**config.mk**
```make
export PLATFORM = sky130hd
export DESIGN_NAME = dcOffsetFilter
export DESIGN_NICKNAME = d
export VERILOG_FILES = /design/src/rtl/dcf_pkg.sv /design/src/rtl/dcfControl.sv /design/src/rtl/dcfChannel.sv /design/src/rtl/dcOffsetFilter.sv
export SDC_FILE = /design/constraint.sdc
export NUM_CORES = 1
export LEC_CHECK = 0
export BUFFER_PORTS_ARGS = -buffer_cell sky130_fd_sc_hd__buf_2
export CAP_MARGIN = 10
export CORE_MARGIN = 5
export CORE_UTILIZATION = 40
export DETAILED_ROUTE_END_ITERATION = 8
export SYNTH_ARGS = -nofsm -noshare
export SYNTH_HDL_FRONTEND = slang
export SYNTH_SLANG_ARGS = --single-unit
```
**constraint.sdc**
```tcl
create_clock -name clk -period 4.95 [get_ports clk]
set_input_delay 0.495 -clock clk [delete_from_list [all_inputs] [get_ports clk]]
set_output_delay 0.495 -clock clk [all_outputs]
set_load 0.02 [all_outputs]
```
**src/rtl/dcf_pkg.sv**
```systemverilog
package dcf_pkg;
  localparam int K_W    = 4;
  localparam int CTRL_W = 7;
  // control word field positions
  localparam int BIT_TRACK  = 0;
  localparam int BIT_APPLY  = 1;
  localparam int BIT_K_LO   = 2;
  localparam int BIT_FREEZE = 6;

  typedef struct packed {
    logic           sampleEn;
    logic           track;
    logic           apply;
    logic [K_W-1:0] shift;
  } dcfStrobes_t;
endpackage

```
**src/rtl/dcfControl.sv**
```systemverilog
module dcfControl
  import dcf_pkg::*;
#(
  parameter int KMAX = 13
) (
  input  logic              clk,
  input  logic              rst,
  input  logic [CTRL_W-1:0] ctrlWord,
  input  logic              validIn,
  output dcfStrobes_t       strobes,
  output logic              outValid
);
  logic [K_W-1:0] kRaw;

  assign kRaw = ctrlWord[BIT_K_LO +: K_W];

  always_comb begin
    strobes.sampleEn = validIn;
    strobes.track    = validIn & ctrlWord[BIT_TRACK] & ~ctrlWord[BIT_FREEZE];
    strobes.apply    = ctrlWord[BIT_APPLY];
    strobes.shift    = (kRaw > K_W'(KMAX)) ? K_W'(KMAX) : kRaw;
  end

  always_ff @(posedge clk) begin
    if (rst) outValid <= 1'b0;
    else     outValid <= validIn;
  end

  // out valid trails sample valid by one cycle
  a_r7_valid_rise: assert property (@(posedge clk) disable iff (rst)
    validIn |=> outValid);
  a_r7_valid_low: assert property (@(posedge clk) disable iff (rst)
    !validIn |=> !outValid);
  // internal bandwidth code is capped
  a_r2_shift_cap: assert property (@(posedge clk) disable iff (rst)
    strobes.shift <= K_W'(KMAX));
endmodule

```
**src/rtl/dcfChannel.sv**
```systemverilog
module dcfChannel
  import dcf_pkg::*;
#(
  parameter int DATA_W    = 14,
  parameter int FRAC_W    = 27,
  parameter int GAIN_BASE = 14
) (
  input  logic                     clk,
  input  logic                     rst,
  input  dcfStrobes_t              strobes,
  input  logic signed [DATA_W-1:0] sampleIn,
  output logic signed [DATA_W-1:0] outSample,
  output logic signed [DATA_W-1:0] estimate
);
  localparam int ACC_W  = DATA_W + FRAC_W;
  localparam int SUM_W  = ACC_W + 1;
  localparam int ERR_W  = DATA_W + 1;
  localparam int TOP_SH = FRAC_W - GAIN_BASE;
  localparam int SH_W   = $clog2(TOP_SH + 1);
  localparam logic signed [DATA_W-1:0] MAXV = {1'b0, {(DATA_W-1){1'b1}}};
  localparam logic signed [DATA_W-1:0] MINV = {1'b1, {(DATA_W-1){1'b0}}};

  logic signed [ACC_W-1:0]  acc;
  logic signed [ERR_W-1:0]  err;
  logic [SH_W-1:0]          shAmt;
  logic signed [SUM_W-1:0]  step;
  logic signed [SUM_W-1:0]  accSum;
  logic signed [DATA_W-1:0] corrected;
  logic signed [DATA_W-1:0] outNext;

  assign estimate = acc[ACC_W-1 -: DATA_W];

  always_comb begin
    err    = ERR_W'(sampleIn) - ERR_W'(estimate);
    shAmt  = SH_W'(TOP_SH) - SH_W'(strobes.shift);
    step   = SUM_W'(err) <<< shAmt;
    accSum = SUM_W'(acc) + step;
    if (err[ERR_W-1] != err[ERR_W-2])
      corrected = err[ERR_W-1] ? MINV : MAXV;
    else
      corrected = err[DATA_W-1:0];
    outNext = strobes.apply ? corrected : sampleIn;
  end

  always_ff @(posedge clk) begin
    if (rst) begin
      acc       <= '0;
      outSample <= '0;
    end else begin
      if (strobes.sampleEn) outSample <= outNext;
      if (strobes.track)    acc       <= accSum[ACC_W-1:0];
    end
  end

  // estimate holds without a tracked sample
  a_r4_hold: assert property (@(posedge clk) disable iff (rst)
    !strobes.track |=> $stable(estimate));
  // estimate never moves away from the sample
  a_r3_toward_up: assert property (@(posedge clk) disable iff (rst)
    strobes.track && (sampleIn >= estimate) |=>
      (estimate >= $past(estimate)) && (estimate <= $past(sampleIn)));
  a_r3_toward_dn: assert property (@(posedge clk) disable iff (rst)
    strobes.track && (sampleIn < estimate) |=> estimate <= $past(estimate));
  // bypass is bit-exact
  a_r5_bypass: assert property (@(posedge clk) disable iff (rst)
    strobes.sampleEn && !strobes.apply |=> outSample == $past(sampleIn));
  // correction of a non-negative sample by a non-positive estimate stays non-negative
  a_r6_no_wrap: assert property (@(posedge clk) disable iff (rst)
    strobes.sampleEn && strobes.apply && (sampleIn >= 0) && (estimate <= 0)
      |=> outSample >= 0);
endmodule

```
**src/rtl/dcOffsetFilter.sv**
```systemverilog
module dcOffsetFilter
  import dcf_pkg::*;
#(
  parameter int DATA_W    = 14,
  parameter int FRAC_W    = 27,
  parameter int GAIN_BASE = 14,
  parameter int KMAX      = 13,
  parameter int NUM_CH    = 2
) (
  input  logic                     clk,
  input  logic                     rst,
  input  logic [6:0]               ctrlWord,
  input  logic                     sampleValid,
  input  logic signed [DATA_W-1:0] sampleA,
  input  logic signed [DATA_W-1:0] sampleB,
  output logic                     outValid,
  output logic signed [DATA_W-1:0] outA,
  output logic signed [DATA_W-1:0] outB,
  output logic signed [DATA_W-1:0] estA,
  output logic signed [DATA_W-1:0] estB
);
  dcfStrobes_t strobes;
  logic signed [DATA_W-1:0] chIn  [NUM_CH];
  logic signed [DATA_W-1:0] chOut [NUM_CH];
  logic signed [DATA_W-1:0] chEst [NUM_CH];

  assign chIn[0] = sampleA;
  assign chIn[1] = sampleB;

  dcfControl #(.KMAX(KMAX)) i_ctrl (
    .clk(clk), .rst(rst), .ctrlWord(ctrlWord), .validIn(sampleValid),
    .strobes(strobes), .outValid(outValid)
  );

  for (genvar c = 0; c < NUM_CH; c++) begin : g_ch
    dcfChannel #(.DATA_W(DATA_W), .FRAC_W(FRAC_W), .GAIN_BASE(GAIN_BASE)) i_chan (
      .clk(clk), .rst(rst), .strobes(strobes), .sampleIn(chIn[c]),
      .outSample(chOut[c]), .estimate(chEst[c])
    );
  end

  assign outA = chOut[0];
  assign outB = chOut[1];
  assign estA = chEst[0];
  assign estB = chEst[1];

  // freeze bit keeps both readbacks steady
  a_r4_freeze: assert property (@(posedge clk) disable iff (rst)
    ctrlWord[BIT_FREEZE] |=> $stable(estA) && $stable(estB));
  // with track enable clear the estimates stay put
  a_r1_no_track: assert property (@(posedge clk) disable iff (rst)
    !ctrlWord[BIT_TRACK] |=> $stable(estA) && $stable(estB));
endmodule

```
==> results.json, run 1 <==
{
  "outcome": "finished, violations left",
  "violations": "negative setup slack",
  "ir_drop_mv": 0.240,
  "cts_hold_buf": 0,
  "synth_compound_area_frac": 0.320,
  "synthAdderAreaFrac": 0.130,
  "path_class": "reg -> reg",
  "power_density_nw_per_um2": 275,
  "cts_sinks": 111,
  "drt-initial-drc-count": 990,
  "cts_max_level": 3,
  "dieArea_um2": 32000,
  "ys_async_sr_fraction": 0,
  "cp_slowest_cell": "dfxtp_4",
  "routed-wl-met3_mm": 1.81,
  "yosysSeqAreaShare": 0.195,
  "io_pins": 95,
  "clock_latency_ns": 0.38,
  "cts_tree": "built",
  "slew_headroom": 0.160,
  "layout.nets": 2120,
  "drt_pass1_iterations": 7,
  "grt_pass1_vias": 12184,
  "clock_path_buffers": 2,
  "cts-root-buf": "clkbuf_16",
  "wl_per_cell_um": 17.5,
  "synth_cell_type_count": 86,
  "grt_start_max_net_pins": 58,
  "synth_simple_gate_area_frac": 0.196,
  "remaining_drc_errors": 0,
  "hold_violations": 0,
  "synth_top_family_by_area": "compound AO/OA/AOI/OAI gates",
  "fin_skew_ns": 0.0162,
  "syn_area_um2": 11400,
  "cp.arrival_ns": 5.44,
  "seq_area_um2": 2230,
  "path_clk_slew_ns": 0.09,
  "rows": 61,
  "n_fill_cell": 2600,
  "yosysWarningCount": 0,
  "dieWidth_um": 179,
  "rsz0062_at_grt": "yes",
  "fin_crit_ns": 5.17,
  "post-synth-top-area-cell": "dfxtp_1",
  "hold_path_class": "in -> reg",
  "antenna_cells": 0,
  "synthMuxAreaShare": 0.0261,
  "drive_gt1_frac": 0.364,
  "startpoint_type": "register",
  "fin_setup_tns_ns": -1.11,
  "grt_pass1_wl_mm": 63.2,
  "ys.flop_type": "dfxtp_1",
  "layout-area-overhead-vs-synth_pct": 43.5,
  "routabilityCongestion": 0.944,
  "netlist.area_leader.share": 0.195,
  "critPathRequiredTime_ns": 5.22,
  "synth_edf_count": 0,
  "grt_usage": 0.243,
  "die_h_um": 179,
  "core_area_um2": 28000,
  "avgSynthCellArea_um2": 7.31,
  "worstSetupEndpointType": "register",
  "finalWorstSetupSlack_ns": -0.222,
  "io_buffers": 94,
  "antenna_found_initial": 0,
  "worst_pin_slew_ns": 1.26,
  "timing.fmax_mhz": 193,
  "postRouteAntennaNets": 0,
  "finalSetupViolCount": 14,
  "finalWirelength_mm": 41.1,
  "maxSlewViolCount": 0,
  "grt-ovfl-total": 0,
  "cp_slowest_stage_delay_ns": 0.38,
  "total_leakage_power_uw": 0.00768,
  "synthCells": 1562,
  "vias_per_cell": 5.54,
  "finalCritPeriodShare": 1.04,
  "start_util": 0.408,
  "ys_ff_latch": 111,
  "synth_xor_area_frac": 0.0690,
  "multi_input_area_um2": 9560,
  "drt-met1-wl_mm": 20.0,
  "tritoncts.num_buffers": 9,
  "synth_nets": 1715,
  "top_layer": "met4",
  "vias": 13030,
  "met2_length_mm": 18.6,
  "yosys-top-cells-area": "dfxtp_1 (19%), ha_1 (12%), a21oi_1 (8.4%), nand2_1 (6.3%), xnor2_1 (4.4%)",
  "path_max_fanout": 4,
  "maxCapViolCount": 0,
  "synth_common_cells": "a21oi_1 (192), nand2_1 (192), nor2_1 (132)",
  "final_util": 0.585,
  "hpwlAfterDp_mm": 29.9
}
critical path: cells and delay by family (launching register included):
| kind | cells | cell delay (ns) |
|---|---|---|
| buffers and inverters | 3 | 0.32 |
| AND/OR/NAND/NOR | 3 | 0.50 |
| multiplexers | 2 | 0.26 |
| adder cells (fa/ha/maj) | 3 | 0.82 |
| AO/OA/AOI/OAI | 14 | 2.79 |
| flip-flops | 1 | 0.38 |
what timing repair did:
item / 4_1_cts / 5_1_grt
pin swaps: 55 / 73
setup endpoints to repair: 38 / 41
gates resized for setup: 78 / 153
gates cloned: 0 / 0
buffers inserted: 23 / 30
state kept, by name, summed over array words and instances (netlist names):
register               cells
g_ch.i_chan.acc           82
i_ctrl.outValid            1
g_ch.i_chan.outSample     28
metrics by stage:
stage	power (µW)	std cells	area [µm²]	hold slack [ns]	setup WS, ns
after global routing	4780	2350	16400	0.433	-0.454
after CTS	4260	2321	15400	0.414	-0.196
final	4510	2350	16400	0.417	-0.222
after detailed placement	3330	2283	14600	0.450	-0.973
after global placement	3320	2283	14600	0.442	-0.897
after floorplan	2370	1562	11500	0.436	-0.0673
per-layer routing:
metal  up-vias  track usage
met4         0       0.0592
met5         -            0
met1      6173        0.354
li1       6481            -
met3        48       0.0200
met2       328        0.389
cells in the final DEF, fill, tap and decap left out, types with 12 or more instances in the layout:
cell type / n
nor2_1: 122
nand2_1: 190
mux2i_1: 18
a211oi_1: 42
o21a_1: 18
o21ai_0: 43
a21o_1: 52
o21ai_2: 19
nand3_1: 25
xnor2_1: 51
buf_6: 14
o22ai_1: 21
a22o_1: 28
ha_1: 100
nor3_1: 19
inv_1: 55
dfxtp_1: 108
nand4_1: 12
buf_2: 93
nand2b_1: 28
buf_4: 392
a21oi_1: 148
xor2_1: 29
o21bai_1: 13
a21oi_2: 41
o211ai_1: 12
o21ai_1: 17
final timing paths:
path | start | endpoint | slack [ns] | cells past startpoint
setup / recovery | g_ch[0].i_chan.acc[27] | g_ch[0].i_chan.acc[40] | -0.22 | 25
hold reg to reg | g_ch[1].i_chan.acc[14] | g_ch[1].i_chan.acc[14] | 0.46 | 2
hold / removal | sampleB[10] | g_ch[1].i_chan.outSample[10] | 0.42 | 3
setup reg to reg | g_ch[0].i_chan.acc[27] | g_ch[0].i_chan.acc[40] | -0.22 | 25
layout make-up:
| type | instances | share of cell area |
|---|---|---|
| Clock inverter | 6 | 0.00428 |
| Sequential cell | 111 | 0.136 |
| Multi-Input combinational cell | 1283 | 0.584 |
| Timing Repair Buffer | 500 | 0.219 |
| Tap cell | 378 | 0.0289 |
| Clock buffer | 10 | 0.0140 |
| Inverter | 62 | 0.0144 |
cell families (layout without fill, tap and decap cells):
family / Yosys count / after routing
mux: 28 / 28
xor+xnor: 90 / 90
buf+inv: 168 / 578
flops: 111 / 111
compound gates: 559 / 559
fa+ha+maj: 116 / 116
simple gates: 490 / 490
report_power, final:
| group | internal, µW | total, µW | switching [µW] | leakage (µW) |
|---|---|---|---|---|
| sequential | 953 | 995 | 42.4 | 0.000908 |
| combinational | 1280 | 2720 | 1440 | 0.00663 |
| clock | 398 | 794 | 395 | 0.000141 |
Power figures use the tool's default switching activity.
==> run 2: changes to the inputs <==
--- a/config.mk
+++ b/config.mk
@@ -5,6 +5,7 @@
 export SDC_FILE = /design/constraint.sdc
 export NUM_CORES = 1
 export LEC_CHECK = 0
+export ABC_AREA = 1
 export BUFFER_PORTS_ARGS = -buffer_cell sky130_fd_sc_hd__buf_2
 export CAP_MARGIN = 10
 export CORE_MARGIN = 5
==> run 2 against run 1 <==
  * The flow now finishes without violations
  * Via count up 14%
  * Global-route usage up 0.89 points
  * Die area up 16%
  * Flip-flop and latch count unchanged
  * Wire length up 15%
==> results.json, run 2 <==
{
  "drt-initial-drc-count": 1333,
  "path_clk_slew_ns": 0.08,
  "timing.fmax_mhz": 216,
  "avgSynthCellArea_um2": 5.63,
  "antenna_found_initial": 0,
  "tritoncts.num_buffers": 9,
  "netlist.area_leader.share": 0.189,
  "place_worst_setup_slack_ns": 0.287,
  "critPathRequiredTime_ns": 5.23,
  "grt_pass1_vias": 13453,
  "grt_start_max_net_pins": 68,
  "grt-ovfl-total": 0,
  "grt_pass1_wl_mm": 74.1,
  "hold_path_class": "reg -> reg",
  "finalWorstSetupSlack_ns": 0.314,
  "io_pins": 95,
  "clock_path_buffers": 2,
  "postCtsSetupBuffers": 0,
  "io_buffers": 94,
  "synth_cell_type_count": 39,
  "slew_headroom": 0.383,
  "clock_latency_ns": 0.38,
  "largest_reg_flops": 82,
  "worstSetupEndpointType": "register",
  "startpoint_type": "register",
  "grt_usage": 0.252,
  "final_cell_mix": "nand2_1 (669), nor2_1 (316), inv_1 (290), nand3_1 (236), a21oi_1 (168)",
  "postRouteAntennaNets": 0,
  "layout.nets": 2548,
  "cts_max_level": 3,
  "drive_gt1_frac": 0.0842,
  "maxCapViolCount": 0,
  "ys_ff_latch": 111,
  "worstHoldStart": "g_ch[1].i_chan.outSample[0]",
  "final_area_um2": 14300,
  "fin_crit_ns": 4.64,
  "rr_worst_depth": 26,
  "rsz0062_at_grt": "yes",
  "dieArea_um2": 37000,
  "drt_pass1_iterations": 5,
  "yosys-top-cells-area": "nand2_1 (19%), dfxtp_1 (17%), ha_1 (10%), nor2_1 (8.9%), nand3_1 (8.9%)",
  "hold_violations": 0,
  "synth_edf_count": 0,
  "reg_top3": "g_ch.i_chan.acc x82, g_ch.i_chan.outSample x28, i_ctrl.outValid x1",
  "synth_nets": 2517,
  "finalSetupViolCount": 0,
  "cp.arrival_ns": 4.91,
  "largest-register": "g_ch.i_chan.acc",
  "core_area_um2": 32700,
  "yosysWarningCount": 0,
  "dieWidth_um": 192,
  "wl_per_cell_um": 16.6,
  "vias_per_cell": 5.24,
  "holdPathStages": 2,
  "ir_drop_mv": 0.202,
  "yosysSeqAreaShare": 0.167,
  "ys_async_sr_fraction": 0,
  "cts_resized": 0,
  "worstReg2RegStart": "g_ch[0].i_chan.acc[27]",
  "post-synth-top-area-cell": "nand2_1",
  "outcome": "finished, final reports clean",
  "place_area_um2": 14000,
  "synthCells": 2364,
  "path_max_fanout": 5,
  "worst_pin_slew_ns": 0.925,
  "cts_tree": "built",
  "ys.flop_type": "dfxtp_1",
  "fin_skew_ns": 0.0131,
  "path_class": "reg -> reg",
  "hpwlAfterDp_mm": 37.8,
  "cts_hold_buf": 0,
  "maxSlewViolCount": 0,
  "finalCritPeriodShare": 0.937,
  "synth.most_common_cell": "nand2_1",
  "die_h_um": 192,
  "power_density_nw_per_um2": 282,
  "finalWirelength_mm": 47.1,
  "start_util": 0.407,
  "syn_area_um2": 13300,
  "cts_sinks": 111,
  "regToRegEndpoint": "g_ch[0].i_chan.acc[33]",
  "total_leakage_power_uw": 0.00778,
  "antenna_cells": 0,
  "hold_end": "g_ch[1].i_chan.outSample[0]",
  "layout-area-overhead-vs-synth_pct": 7.72,
  "regToRegSetupSlack_ns": 0.31,
  "routabilityCongestion": 0.957,
  "rows": 66,
  "remaining_drc_errors": 0,
  "vias": 14882,
  "cts-root-buf": "clkbuf_16",
  "final_util": 0.438,
  "synth_common_cells": "nand2_1 (669), nor2_1 (317), inv_1 (290)",
  "layout_commonest_cell": "nand2_1"
}
run 2: cell types whose count changed in the layout (fill, tap and decap cells not counted), sizes merged, moves of 14 or more:
| cell | delta |
|---|---|
| o21ai | +78 |
| nand3 | +210 |
| nand2b | -28 |
| xnor2 | -42 |
| mux2i | -23 |
| nor2 | +189 |
| o22ai | -26 |
| inv | +238 |
| a211oi | -46 |
| o21a | -14 |
| buf | -381 |
| a22o | -28 |
| a21o | -47 |
| nand2 | +496 |
run 2: area by class of cell:
cell class / count / area (µm²)
multi-input combinational: 1854 / 9460
tap: 442 / 553
clock inverter: 6 / 75.1
sequential: 111 / 2220
clock buffer: 10 / 239
fill: 3723 / 18400
inverter: 300 / 1130
timing repair buffer: 119 / 661
run 2: logic make-up after synthesis:
kind of cell | share of synthesized area
flip-flops | 0.167
buffers and inverters | 0.123
AO/OA/AOI/OAI | 0.154
AND/OR/NAND/NOR | 0.405
adder cells (fa/ha/maj) | 0.110
XOR/XNOR | 0.0402
run 2: through the flow:
step | hold slack [ns] | std cells | TNS, ns | total power (µW)
after floorplan | 0.485 | 2364 | 0 | 2620
after global placement | 0.451 | 2826 | 0 | 3190
after detailed placement | 0.453 | 2826 | 0 | 3190
after CTS | 0.457 | 2842 | 0 | 4020
after global routing | 0.483 | 2842 | -0.00955 | 4360
final | 0.467 | 2842 | 0 | 4040
run 2: how the worst max path moves through the flow:
stage	from	end	slack (ns)	cells past startpoint
6_report	g_ch[0].i_chan.acc[27]	g_ch[0].i_chan.acc[33]	0.31	26
3_5_place_dp	sampleA[0]	g_ch[0].i_chan.acc[36]	0.29	26
2_1_floorplan	ctrlWord[5]	g_ch[0].i_chan.acc[34]	0.95	22
4_1_cts	g_ch[1].i_chan.acc[27]	g_ch[1].i_chan.acc[38]	0.35	25
5_1_grt	g_ch[0].i_chan.acc[27]	g_ch[0].i_chan.acc[39]	-0.01	27
3_3_place_gp	sampleA[0]	g_ch[0].i_chan.acc[36]	0.20	26
run 2: power by group:
part / internal [µW] / leakage, µW / switching (µW) / total (µW)
Combinational: 698 / 0.00672 / 1520 / 2220
Sequential: 954 / 0.000911 / 44.5 / 999
Clock: 416 / 0.000152 / 404 / 820
Total: 2070 / 0.00778 / 1970 / 4040
run 2: worst max-delay path, cell delays in order, from the launching register on:
cell and delay (ns):
dfxtp_1 0.49, ha_1 0.20, inv_1 0.06, fa_1 0.39, nand2_1 0.10, nand2_1 0.06, nand3_1 0.07, nand2_1 0.10
xor2_1 0.37, inv_1 0.08, nand2_1 0.09, nand3_1 0.12, nand3_1 0.13, nand3_1 0.07, o21ai_0 0.24, ha_1 0.32
nand2_1 0.14, nor2_1 0.16, nand2_1 0.06, o21ai_0 0.48, nand2_1 0.10, nand2_1 0.16, nand2_1 0.15, nand3_1 0.10
nand2_1 0.05, nor2_1 0.19, nor2_1 0.07
run 2: metal layers:
layer  global-route usage  vias up  part of all wire
li1                     -     7630                 -
met1                0.398     6709              0.52
met2                0.356      507              0.39
met3               0.0414       36             0.081
met4               0.0513        0             0.014
met5                    0        -                 0
